File: src/rtl/ivx_pkg.sv
`timescale 1ns/1ps
package ivx_pkg;
  localparam int NUM_SRC   = 7;
  localparam int NUM_LINES = 2;
  localparam int VEC_W     = 16;
  localparam int IDX_W     = $clog2(NUM_SRC);
  localparam int SPLIT_AT  = 3;  // first source of the second line group

  typedef struct packed {
    logic [NUM_SRC-1:0] clrMask;
    logic [IDX_W-1:0]   winIdx;
    logic               winValid;
  } ivxStrobe_t;

  function automatic logic [VEC_W-1:0] srcOffset(input int idx);
    case (idx)
      0:       return VEC_W'(16'h0005);
      1:       return VEC_W'(16'h0006);
      2:       return VEC_W'(16'h0007);
      3:       return VEC_W'(16'h0004);
      4:       return VEC_W'(16'h0001);
      5:       return VEC_W'(16'h0011);
      6:       return VEC_W'(16'h001F);
      default: return '0;
    endcase
  endfunction

  function automatic logic [NUM_SRC-1:0] groupMask(input int line);
    logic [NUM_SRC-1:0] m;
    m = '0;
    for (int s = 0; s < NUM_SRC; s++) begin
      if ((line == 0) == (s < SPLIT_AT)) m[s] = 1'b1;
    end
    return m;
  endfunction
endpackage

File: src/rtl/ivx_control.sv
`timescale 1ns/1ps
module ivx_control
  import ivx_pkg::*;
(
  input  logic               clk,
  input  logic               rstN,
  input  logic [NUM_SRC-1:0] maskedPend,
  input  logic               vecRead,
  output ivxStrobe_t         strobe
);
  logic [IDX_W-1:0] winIdx;
  logic             winValid;

  always_comb begin
    winIdx   = '0;
    winValid = 1'b0;
    for (int s = NUM_SRC - 1; s >= 0; s--) begin
      if (maskedPend[s]) begin
        winIdx   = IDX_W'(s);
        winValid = 1'b1;
      end
    end
  end

  always_comb begin
    strobe.winIdx   = winIdx;
    strobe.winValid = winValid;
    strobe.clrMask  = '0;
    if (vecRead && winValid) strobe.clrMask[winIdx] = 1'b1;
  end

  // a read clears at most one source
  a_r7_single_clear: assert property (@(posedge clk) disable iff (!rstN)
    $onehot0(strobe.clrMask));
  // idle read clears nothing
  a_r8_idle_read: assert property (@(posedge clk) disable iff (!rstN)
    (vecRead && maskedPend == '0) |-> (strobe.clrMask == '0));
  // the cleared source is pending and enabled
  a_r5_clear_is_pending: assert property (@(posedge clk) disable iff (!rstN)
    ((strobe.clrMask & ~maskedPend) == '0));
endmodule

File: src/rtl/ivx_datapath.sv
`timescale 1ns/1ps
module ivx_datapath
  import ivx_pkg::*;
(
  input  logic                 clk,
  input  logic                 rstN,
  input  logic [NUM_SRC-1:0]   reqPulse,
  input  logic [NUM_SRC-1:0]   srcEnable,
  input  ivxStrobe_t           strobe,
  output logic [NUM_SRC-1:0]   maskedPend,
  output logic [NUM_LINES-1:0] coreIrq,
  output logic [VEC_W-1:0]     vecData
);
  logic [NUM_SRC-1:0] pend;

  always_ff @(posedge clk) begin
    if (!rstN) pend <= '0;
    else       pend <= (pend & ~strobe.clrMask) | reqPulse;
  end

  assign maskedPend = pend & srcEnable;

  generate
    for (genvar g = 0; g < NUM_LINES; g++) begin : gLine
      assign coreIrq[g] = |(maskedPend & groupMask(g));
    end
  endgenerate

  always_comb begin
    vecData = '0;
    if (strobe.winValid) vecData = srcOffset(int'(strobe.winIdx));
  end

  // a fresh request is never lost to a clear
  a_r9_request_wins: assert property (@(posedge clk) disable iff (!rstN)
    (reqPulse != '0) |=> ((pend & $past(reqPulse)) == $past(reqPulse)));
  // the reported source is gone after the read
  a_r7_read_clears: assert property (@(posedge clk) disable iff (!rstN)
    (strobe.clrMask != '0) |=> ((pend & $past(strobe.clrMask & ~reqPulse)) == '0));
  // pending latch is only set by a request
  a_r2_no_spurious_set: assert property (@(posedge clk) disable iff (!rstN)
    ((pend & ~$past(pend) & ~$past(reqPulse)) == '0));
endmodule

File: src/rtl/irq_vector_expander.sv
`timescale 1ns/1ps
module irq_vector_expander
  import ivx_pkg::*;
(
  input  logic                 clk,
  input  logic                 rstN,
  input  logic [NUM_SRC-1:0]   reqPulse,
  input  logic [NUM_SRC-1:0]   srcEnable,
  input  logic                 vecRead,
  output logic [NUM_LINES-1:0] coreIrq,
  output logic [VEC_W-1:0]     vecData
);
  ivxStrobe_t         strobe;
  logic [NUM_SRC-1:0] maskedPend;

  ivx_control i_control (
    .clk        (clk),
    .rstN       (rstN),
    .maskedPend (maskedPend),
    .vecRead    (vecRead),
    .strobe     (strobe)
  );

  ivx_datapath i_datapath (
    .clk        (clk),
    .rstN       (rstN),
    .reqPulse   (reqPulse),
    .srcEnable  (srcEnable),
    .strobe     (strobe),
    .maskedPend (maskedPend),
    .coreIrq    (coreIrq),
    .vecData    (vecData)
  );

  // any raised line implies a nonzero vector
  a_r4_line_has_vector: assert property (@(posedge clk) disable iff (!rstN)
    (coreIrq != '0) |-> (vecData != '0));
  // reset leaves the lines low
  a_r1_reset_quiet: assert property (@(posedge clk)
    $past(!rstN) |-> (coreIrq == '0));
endmodule

File: config.mk
export PLATFORM = sky130hd
export DESIGN_NAME = irq_vector_expander
export DESIGN_NICKNAME = d
export VERILOG_FILES = /design/src/rtl/ivx_pkg.sv /design/src/rtl/ivx_control.sv /design/src/rtl/ivx_datapath.sv /design/src/rtl/irq_vector_expander.sv
export SDC_FILE = /design/constraint.sdc
export NUM_CORES = 1
export LEC_CHECK = 0
export BUFFER_PORTS_ARGS = -buffer_cell sky130_fd_sc_hd__buf_2
export CORE_MARGIN = 2
export CORE_UTILIZATION = 42
export CTS_BUF_LIST = sky130_fd_sc_hd__clkbuf_16
export DETAILED_ROUTE_END_ITERATION = 10
export GPL_TIMING_DRIVEN = 1
export HOLD_SLACK_MARGIN = 0.02
export PLACE_DENSITY = 0.79
export SYNTH_ARGS = -nofsm -noshare
export SYNTH_HDL_FRONTEND = slang
export SYNTH_HIERARCHICAL = 1
export SYNTH_SLANG_ARGS = --single-unit
File: constraint.sdc
create_clock -name clk -period 2.8 [get_ports clk]
set_input_delay 0.7 -clock clk [delete_from_list [all_inputs] [get_ports clk]]
set_output_delay 0.7 -clock clk [all_outputs]
set_load 0.01 [all_outputs]
== Yosys cells after proc, flatten, opt, wreduce, memory -nomap -nowiden ==
Index checks and enable logic that the tools add are counted.

* Register bits: 7
* Output and inout bits: 18
* Logic and storage cells: 37

* Order comparisons: 2
* Equality and inequality tests: 6
* Mux-type cells: 19
* Bitwise operators: 4
* Reductions and logical operators: 5

{| class="wikitable"
|+ Operator list
! cell !! count
|-
| 5-bit case mux with 7 select lines || 1
|-
| 3-bit 2-to-1 mux || 7
|-
| 7-bit AND || 2
|-
| 3-bit equality test, second input constant || 3
|-
| 1-bit 2-to-1 mux || 8
|-
| 7-bit 2-to-1 mux || 1
|-
| 7-bit NOT || 1
|-
| 7-bit OR || 1
|-
| 3-bit by 2-bit equality test with 1-bit output, second input constant || 2
|-
| 5-bit 2-to-1 mux || 1
|-
| 3-bit by 4-bit < comparator with 1-bit output, second input constant || 1
|-
| 4-bit OR reduction || 1
|-
| 1-bit demux with 3-bit select || 1
|-
| 3-bit by 1-bit equality test with 1-bit output, second input constant || 1
|-
| 3-bit by 1-bit >= comparator with 1-bit output, second input constant || 1
|-
| 3-bit logical NOT || 1
|-
| 3-bit OR reduction || 1
|-
| 1-bit logical AND || 2
|}

== Longest topological paths before layout ==
Gate-level depths: netlist of run 1.

* Word-level depth: 16
* Depth in mapped cells: 6
* Mapped depth without buffers: 5

== Hierarchy ==
Netlist of run 1, hierarchy kept.

{| class="wikitable"
|+ Modules (own cells, without submodules)
! module !! instances !! cells each !! area an instance (µm²)
|-
| ivx_datapath || 1 || 53 || 456.7
|-
| ivx_control || 1 || 21 || 141.4
|}

== Least setup slack after synthesis of run 1 ==
OpenSTA, ideal clock, no wires.

* Kind: input to output
* Start: input port srcEnable[4]
* End: output port vecData[2]
* Arrival: 2.054 ns
* Path slack: 0.046 ns
* Stages on the path: 5
* Path buffers: 0
* Cells stage by stage: and2_1 -> or3b_2 -> a21boi_0 -> nand2b_1 -> a21boi_0

{| class="wikitable"
|+ RTL lines
! what !! line !! source
|-
| start: declaration || irq_vector_expander.sv:8 || <nowiki>input logic [NUM_SRC-1:0] srcEnable,</nowiki>
|-
| end: declaration || irq_vector_expander.sv:11 || <nowiki>output logic [VEC_W-1:0] vecData</nowiki>
|}

==> results.sh, run 1 <==
export IMPL_outcome="finished, final reports clean"
export IMPL_syn_inst=74
export IMPL_finalSetupViolCount=0
export IMPL_start_kind="primary input"
export IMPL_ios=35
export IMPL_drt_iter0_markers=8
export IMPL_die_area_um2=1742
export IMPL_cts_htree_levels=1
export IMPL_grt_util_met2=0.3063
export IMPL_vdd_drop_max_mv=0.4813
export IMPL_crit_fanout=5
export IMPL_fmax_mhz=366.2
export IMPL_cp_arrival_ns=2.03
export IMPL_utilization=0.6581
export IMPL_drv_cap=0
export IMPL_final_common_cell="buf_2"
export IMPL_total_power_uw=474.1
export IMPL_critPathCaptureType="output pin"
export IMPL_place_area_um2=739.5
export IMPL_largestRegisters="i_datapath/pend x7"
export IMPL_max_stage_delay_ns=0.34
export IMPL_first_global_vias=558
export IMPL_ant_nets=0
export IMPL_seqPwrFrac=0.235
export IMPL_area_growth_pct=44.98
export IMPL_min_path_type="flop to flop"
export IMPL_antenna_found_initial=0
export IMPL_cpMostUsedCell="buf_2"
export IMPL_crit_type="primary input to output pin"
export IMPL_numCtsBuffers=3
export IMPL_cp_cell_sequence="buf_2, and2_2, nor2_1, a21boi_2, buf_4, or3b_1, a21boi_1, buf_2"
export IMPL_timing_rr_end="i_datapath/pend[5]"
export IMPL_syn_avg_cell_area_um2=8.082
export IMPL_r2r_slack_ns=1.11
export IMPL_crit_path_end="vecData[1]"
export IMPL_gr_total_overflow=0
export IMPL_grt_max_degree=8
export IMPL_drt_wl_total_mm=1.287
export IMPL_path_clk_slew_ns=0.03
export IMPL_leakage_uw=0.0004262
export IMPL_worstSkewPairLatency_ns=0.23
export IMPL_wire_per_inst_um=10.55
export IMPL_slowest_stage="or3b_1"
export IMPL_std_cell_rows=13
export IMPL_p_sw_uw=116.2
export IMPL_syn_area_um2=598.1
export IMPL_cts_root_buffer="clkbuf_16"
export IMPL_drv_slew=0
export IMPL_nFillCells=112
export IMPL_ys_ff_latch=7
export IMPL_dpl_hpwl_um=966.1
export IMPL_globalplace_congestion=0.7590
export IMPL_n_antenna_cell=0
export IMPL_finalNetCount=125
export IMPL_largest_reg_flops=7
export IMPL_drive_above_1_share=0.4766
export IMPL_yosys_warnings=6
export IMPL_fin_tns_setup_ns=0
export IMPL_clockBufferDepth=2
export IMPL_pwr_share_comb=0.266
export IMPL_cp_required_ns=2.10
export IMPL_final_hold_viol_count=0
export IMPL_initial_core_util=0.4539
export IMPL_power_density_nw_per_um2=546.8
export IMPL_use_met1=0.1802
export IMPL_die_w_um=41.74
export IMPL_via_count=596
export IMPL_grt_pass1_wl_mm=2.242
export IMPL_finClkSkew_ns=0.0007039
export IMPL_regMostFlops="i_datapath/pend"
export IMPL_grt_usage=0.1637
export IMPL_rr_worst_depth=6
export IMPL_ys_types=25
export IMPL_grt_setup_unrepaired="yes"
export IMPL_period_minus_slack_ns=2.731
export IMPL_cts_sinks=7
export IMPL_tritoncts="built"
export IMPL_use_met3=0.01739
export IMPL_post_cts_buffers=0
export IMPL_drc_errors=0
export IMPL_worst_hold_slack_ns=0.5668
export IMPL_design_area_um2=867.1
export IMPL_cts_hold_buf=0
export IMPL_r2r_start="i_datapath/pend[2]"
export IMPL_switching_share=0.2451
export IMPL_dieHeight_um=41.74
export IMPL_drt_first_pass_iters=4
export IMPL_numPortBuffers=23
export IMPL_clock_power_share=0.499
export IMPL_seq_area_frac_synth=0.2343
export IMPL_fin_crit_sh=0.9752
export IMPL_worstSetupStartpoint="srcEnable[2]"
export IMPL_grt_busiest_layer="met2"
export IMPL_final_cell_mix="buf_2, conb_1, buf_4"
export IMPL_viasPerCell=4.885
export IMPL_internal_power_uw=357.9
export IMPL_core_um2=1318
## worst min-delay path by stage
stage | from | to | slack (ns) | depth (start not counted)
floorplan | i_datapath/pend[6] | i_datapath/pend[6] | 0.54 | 2
global placement | i_datapath/pend[3] | i_datapath/pend[3] | 0.56 | 2
detailed placement | i_datapath/pend[4] | i_datapath/pend[4] | 0.56 | 2
CTS | i_datapath/pend[3] | i_datapath/pend[3] | 0.57 | 2
global route | i_datapath/pend[2] | i_datapath/pend[2] | 0.63 | 2
finish | i_datapath/pend[3] | i_datapath/pend[3] | 0.57 | 2
## cell families (layout without fill, tap and decap cells)
group,count (synthesis),after routing,share of synthesized area
AO/OA/AOI/OAI,14,14,0.1778
flip-flops,7,7,0.2343
buffers and inverters,15,38,0.1695
other,1,11,0.006270
AND/OR/NAND/NOR,37,37,0.4121
## layer usage
| layer | vias up | wire length, um |
|---|---|---|
| li1 | 296 | - |
| met4 | 0 | 21 |
| met3 | 3 | 84 |
| met1 | 267 | 523 |
| met5 | - | 0 |
| met2 | 30 | 657 |
## power by group through the flow
| stage | Clock, uW | Combinational, uW | Sequential, uW |
|---|---|---|---|
| 5_1_grt | 247 | 139 | 112 |
| 3_3_place_gp | 0 | 109 | 112 |
| 2_1_floorplan | 0 | 80.2 | 112 |
| 4_1_cts | 242 | 117 | 111 |
| 3_5_place_dp | 0 | 111 | 113 |
| 6_report | 237 | 126 | 111 |
## worst max-delay path: cells and delay by family
kind,cells,cell delay [ns]
AND/OR/NAND/NOR,3,0.73
buffers and inverters,3,0.38
AO/OA/AOI/OAI,2,0.22
## Yosys cell counts (all sizes together)
library cell	n	area (um2)
buf	12	90.09
and2	8	52.55
dfxtp	7	140.1
nor2b	7	43.79
o21a	7	52.55
nor2	5	18.77
a21boi	4	30.03
nand2b	4	25.02
nor3	4	30.03
inv	3	11.26
or3b	2	17.52
or4	2	22.52
a21oi	1	5.000
a221oi	1	8.760
a222oi	1	10.01
and3	1	7.510
and4	1	8.760
and4b	1	11.26
conb	1	3.750
nand2	1	3.750
nand3	1	5.000
## per-stage QoR
stage	worst slack [ns]	std cells
2_1_floorplan	0.04620	84
5_1_grt	-0.02716	122
3_3_place_gp	-0.02590	118
4_1_cts	0.01576	122
3_5_place_dp	-0.1140	118
6_report	0.06947	122
## layout make-up
type / count / area (um2) / area share
clock inverters: 1 / 3.754 / 0.004329
repair buffers: 31 / 175.2 / 0.2020
well taps: 15 / 18.77 / 0.02165
multi-input cells: 62 / 442.9 / 0.5108
inverters: 3 / 11.26 / 0.01299
flip-flops and latches: 7 / 140.1 / 0.1616
clock buffers: 3 / 75.07 / 0.08658
## what timing repair did
action,in CTS,in global routing
resized for setup,5,10
endpoints found under the setup margin,4,5
pin swaps,0,4
cloned,0,0
No activity file was read; power rests on OpenSTA's default activity.
==> inputs of run 2 (changes only) <==
==> constraint.sdc (replaced) <==
create_clock -name clk -period 2.8 [get_ports clk]
set_input_delay 0.14 -clock clk [delete_from_list [all_inputs] [get_ports clk]]
set_output_delay 0.14 -clock clk [all_outputs]
set_load 0.01 [all_outputs]
==> run 2 against run 1 <==
  * Total power is 6.2% lower
  * Clock skew hardly changed
  * Critical path depth is 2 lower
  * Via count is 5.2% lower
  * Wire length is 7.4% lower
  * Hold slack worse by 0.45 ns
  * Largest cell class unchanged
==> results.sh, run 2 (same netlist as run 1, synthesis figures left out) <==
export IMPL_dpl_hpwl_um=972.5
export IMPL_largestRegisters="i_datapath/pend x7"
export IMPL_r2r_start="i_datapath/pend[2]"
export IMPL_grt_setup_unrepaired="no"
export IMPL_min_from="reqPulse[2]"
export IMPL_cp_required_ns=2.66
export IMPL_crit_fanout=5
export IMPL_design_area_um2=758.2
export IMPL_worstSkewPairLatency_ns=0.23
export IMPL_place_ws_ns=0.8755
export IMPL_first_global_vias=532
export IMPL_start_kind="flop"
export IMPL_drv_cap=0
export IMPL_max_stage_delay_ns=0.50
export IMPL_crit_type="flop to output pin"
export IMPL_outcome="finished, final reports clean"
export IMPL_slowest_stage="or3b_2"
export IMPL_min_path_type="primary input to flop"
export IMPL_final_cell_mix="buf_2, conb_1"
export IMPL_numPortBuffers=23
export IMPL_use_met3=0.01739
export IMPL_ctsResizeCount=0
export IMPL_cts_htree_levels=1
export IMPL_fin_crit_sh=0.7758
export IMPL_drt_iter0_markers=10
export IMPL_ant_nets=0
export IMPL_leakage_uw=0.0003731
export IMPL_regMostFlops="i_datapath/pend"
export IMPL_antenna_found_initial=0
export IMPL_finalSetupViolCount=0
export IMPL_via_count=565
export IMPL_die_area_um2=1742
export IMPL_grt_pass1_wl_mm=2.104
export IMPL_critPathCaptureType="output pin"
export IMPL_tritoncts="built"
export IMPL_cts_sinks=7
export IMPL_globalplace_congestion=0.7585
export IMPL_r2r_slack_ns=1.24
export IMPL_grt_max_degree=8
export IMPL_numCtsBuffers=3
export IMPL_cts_root_buffer="clkbuf_16"
export IMPL_drive_above_1_share=0.3434
export IMPL_path_clk_slew_ns=0.03
export IMPL_grt_usage=0.1504
export IMPL_finalNetCount=117
export IMPL_p_sw_uw=105.2
export IMPL_area_growth_pct=26.78
export IMPL_core_um2=1318
export IMPL_setup_ws_ns=0.6277
export IMPL_seqPwrFrac=0.250
export IMPL_drt_wl_total_mm=1.192
export IMPL_dieHeight_um=41.74
export IMPL_cp_arrival_ns=2.03
export IMPL_vdd_drop_max_mv=0.4457
export IMPL_initial_core_util=0.4539
export IMPL_switching_share=0.2366
export IMPL_place_area_um2=679.4
export IMPL_period_minus_slack_ns=2.172
export IMPL_cp_cell_sequence="and2_1, or3b_2, a21boi_0, nand2b_1, a21boi_0, buf_2"
export IMPL_use_met1=0.1806
export IMPL_worstSetupStartpoint="i_datapath/pend[4]"
export IMPL_ios=35
export IMPL_std_cell_rows=13
export IMPL_grt_util_met2=0.2563
export IMPL_clockBufferDepth=2
export IMPL_die_w_um=41.74
export IMPL_power_density_nw_per_um2=586.7
export IMPL_viasPerCell=4.956
export IMPL_fmax_mhz=460.4
export IMPL_final_hold_viol_count=0
export IMPL_internal_power_uw=339.6
export IMPL_finClkSkew_ns=0.0003510
export IMPL_cpMostUsedCell="a21boi_0"
export IMPL_gr_total_overflow=0
export IMPL_drt_first_pass_iters=4
export IMPL_pwr_share_comb=0.222
export IMPL_worst_hold_slack_ns=0.1185
export IMPL_n_antenna_cell=0
export IMPL_grt_busiest_layer="met2"
export IMPL_cts_hold_buf=0
export IMPL_post_cts_buffers=0
export IMPL_drv_slew=0
export IMPL_wire_per_inst_um=10.46
export IMPL_drc_errors=0
export IMPL_largest_reg_flops=7
export IMPL_fin_tns_setup_ns=0
export IMPL_final_common_cell="buf_2"
export IMPL_clock_power_share=0.528
-- run 2: changes by cell type in the layout (fill, tap and decap cells not counted), sizes merged --
cell	before	now
buf	31	23
-- run 2: stage by stage --
stage               cells  total power [uW]  utilization
floorplan              84             191.8            -
global placement      110             207.4       0.5157
detailed placement    110             211.0       0.5157
CTS                   114             449.0       0.5755
global route          114             468.8       0.5755
finish                114             444.8       0.5755
-- run 2: worst paths after layout --
kind | to | depth (start not counted)
setup / recovery | vecData[2] | 6
hold reg to reg | i_datapath/pend[3] | 2
hold / removal | i_datapath/pend[2] | 2
setup reg to reg | i_datapath/pend[5] | 5
-- run 2: area by class of cell --
cell class / instances / area, um2
Multi-Input combinational cell: 62 / 394.1
Timing Repair Buffer: 23 / 115.1
Inverter: 3 / 11.26
Fill cell: 131 / 559.3
Sequential cell: 7 / 140.1
Clock inverter: 1 / 3.754
Clock buffer: 3 / 75.07
Tap cell: 15 / 18.77
-- run 2: power by group through the flow --
stage	registers [uW]	logic, uW	clock network [uW]
after floorplan	112	80.2	0
after global placement	112	95.2	0
after detailed placement	113	98.2	0
after CTS	111	98.7	239
after global routing	113	110	247
final	111	98.5	235
-- run 2: critical path, delay by kind of cell, from the launching register on --
kind                   cells  cell delay [ns]
AOI/OAI and AO/OA          2             0.50
buffers and inverters      1             0.15
DFF                        1             0.29
and+or+nand+nor            3             0.86
-- run 2: layer usage --
metal  part of all wire  vias up
met5                  0        -
met4                  0        0
met3              0.079        0
met2               0.49       31
met1               0.43      253
li1                   -      281
==> inputs of run 3 (changes only) <==
==> constraint.sdc (replaced) <==
create_clock -name clk -period 2.06 [get_ports clk]
set_input_delay 0.103 -clock clk [delete_from_list [all_inputs] [get_ports clk]]
set_output_delay 0.103 -clock clk [all_outputs]
set_load 0.01 [all_outputs]
==> run 3 against run 2 <==
  * Count of clock-buffer cells in the layout did not move
  * Critical path depth did not move
  * Cell count did not move
  * Critical path type unchanged
  * Critical endpoint is now vecData[1]
  * Highest routed layer is now met4
==> results.sh, run 3 (same netlist as run 1, synthesis figures left out) <==
export IMPL_outcome="finished, final reports clean"
export IMPL_clockBufferDepth=2
export IMPL_min_path_type="primary input to flop"
export IMPL_finalNetCount=117
export IMPL_wire_per_inst_um=10.67
export IMPL_ios=35
export IMPL_dpl_hpwl_um=972.5
export IMPL_n_antenna_cell=0
export IMPL_antenna_found_initial=0
export IMPL_worstSkewPairLatency_ns=0.23
export IMPL_setup_ws_ns=0.05270
export IMPL_die_w_um=41.74
export IMPL_crit_type="flop to output pin"
export IMPL_fmax_mhz=498.2
export IMPL_final_hold_viol_count=0
export IMPL_gr_total_overflow=0
export IMPL_cts_htree_levels=1
export IMPL_cts_sinks=7
export IMPL_drive_above_1_share=0.3737
export IMPL_drt_iter0_markers=25
export IMPL_dieHeight_um=41.74
export IMPL_die_area_um2=1742
export IMPL_largest_reg_flops=7
export IMPL_grt_setup_unrepaired="yes"
export IMPL_std_cell_rows=13
export IMPL_cp_arrival_ns=1.90
export IMPL_numPortBuffers=23
export IMPL_drc_errors=0
export IMPL_ant_nets=0
export IMPL_period_minus_slack_ns=2.007
export IMPL_critPathCaptureType="output pin"
export IMPL_first_global_vias=531
export IMPL_largestRegisters="i_datapath/pend x7"
export IMPL_finClkSkew_ns=0.0003506
export IMPL_crit_fanout=5
export IMPL_grt_usage=0.1531
export IMPL_power_density_nw_per_um2=789.7
export IMPL_path_clk_slew_ns=0.03
export IMPL_viasPerCell=5.079
export IMPL_initial_core_util=0.4539
export IMPL_area_growth_pct=29.71
export IMPL_regMostFlops="i_datapath/pend"
export IMPL_tritoncts="built"
export IMPL_final_cell_mix="buf_2, conb_1"
export IMPL_place_ws_ns=0.1725
export IMPL_final_common_cell="buf_2"
export IMPL_post_cts_buffers=0
export IMPL_finalSetupViolCount=0
export IMPL_drt_first_pass_iters=4
export IMPL_drv_slew=0
export IMPL_holdPathStages=2
export IMPL_cts_root_buffer="clkbuf_16"
export IMPL_rr_worst_depth=5
export IMPL_leakage_uw=0.0003756
export IMPL_start_kind="flop"
export IMPL_globalplace_congestion=0.7585
export IMPL_drt_wl_total_mm=1.216
export IMPL_drv_cap=0
export IMPL_cp_required_ns=1.96
export IMPL_fin_crit_sh=0.9744
export IMPL_grt_pass1_wl_mm=2.139
export IMPL_layout_cells_non_filler=114
export IMPL_numCtsBuffers=3
export IMPL_core_um2=1318
export IMPL_grt_max_degree=8
export IMPL_via_count=579
export IMPL_dp_cells=110
export IMPL_vdd_drop_max_mv=0.6338
## run 3: final timing paths
path         slack, ns            endpoint          startpoint
min               0.08  i_datapath/pend[2]         reqPulse[2]
max reg2reg       0.44  i_datapath/pend[5]  i_datapath/pend[2]
min reg2reg       0.58  i_datapath/pend[3]  i_datapath/pend[3]
max               0.05          vecData[1]  i_datapath/pend[4]
## run 3: through the flow
step / setup TNS (ns) / total power (uW) / area [um2] / util / hold WS [ns]
floorplan: 0 / 260.7 / 635.6 / - / 0.2205
global placement: 0 / 281.9 / 679.4 / 0.5157 / 0.3102
detailed placement: 0 / 286.8 / 679.4 / 0.5157 / 0.3160
CTS: 0 / 612.6 / 764.5 / 0.5802 / 0.08111
global route: -0.04064 / 645.5 / 775.7 / 0.5888 / 0.08241
finish: 0 / 612.6 / 775.7 / 0.5888 / 0.08158
## run 3: worst max-delay path: stages, from the launching register on
cell and delay, ns:
dfxtp_1 0.29, and2_1 0.20, nand2b_1 0.19, a221oi_2 0.31, or3b_1 0.38, a21boi_1 0.15, buf_2 0.15
## run 3: final cells by class
type / count / area (um2)
Clock buffer: 3 / 75.07
Clock inverter: 1 / 3.754
Fill cell: 132 / 541.8
Inverter: 3 / 11.26
Multi-Input combinational cell: 62 / 411.6
Sequential cell: 7 / 140.1
Tap cell: 15 / 18.77
Timing Repair Buffer: 23 / 115.1
## run 3: repair_timing
item | CTS | global route
pin swaps | 0 | 0
hold buffers | 0 | 0
gates resized for setup | 2 | 4
setup endpoints to repair | 3 | 5
## run 3: report_power, final
part / switching, uW / leakage (uW) / internal, uW
Clock: 67.6 / 0.0000423 / 252
Combinational: 75.2 / 0.000275 / 66.7
Sequential: 4.76 / 0.0000587 / 147
Total: 148 / 0.000376 / 465
## run 3: layer usage
layer | track usage | wire [um] | vias up
met5 | 0 | 0 | -
met4 | 0.08387 | 10 | 0
met3 | 0.01739 | 90 | 2
li1 | - | - | 285
met1 | 0.1832 | 523 | 263
met2 | 0.2625 | 592 | 29
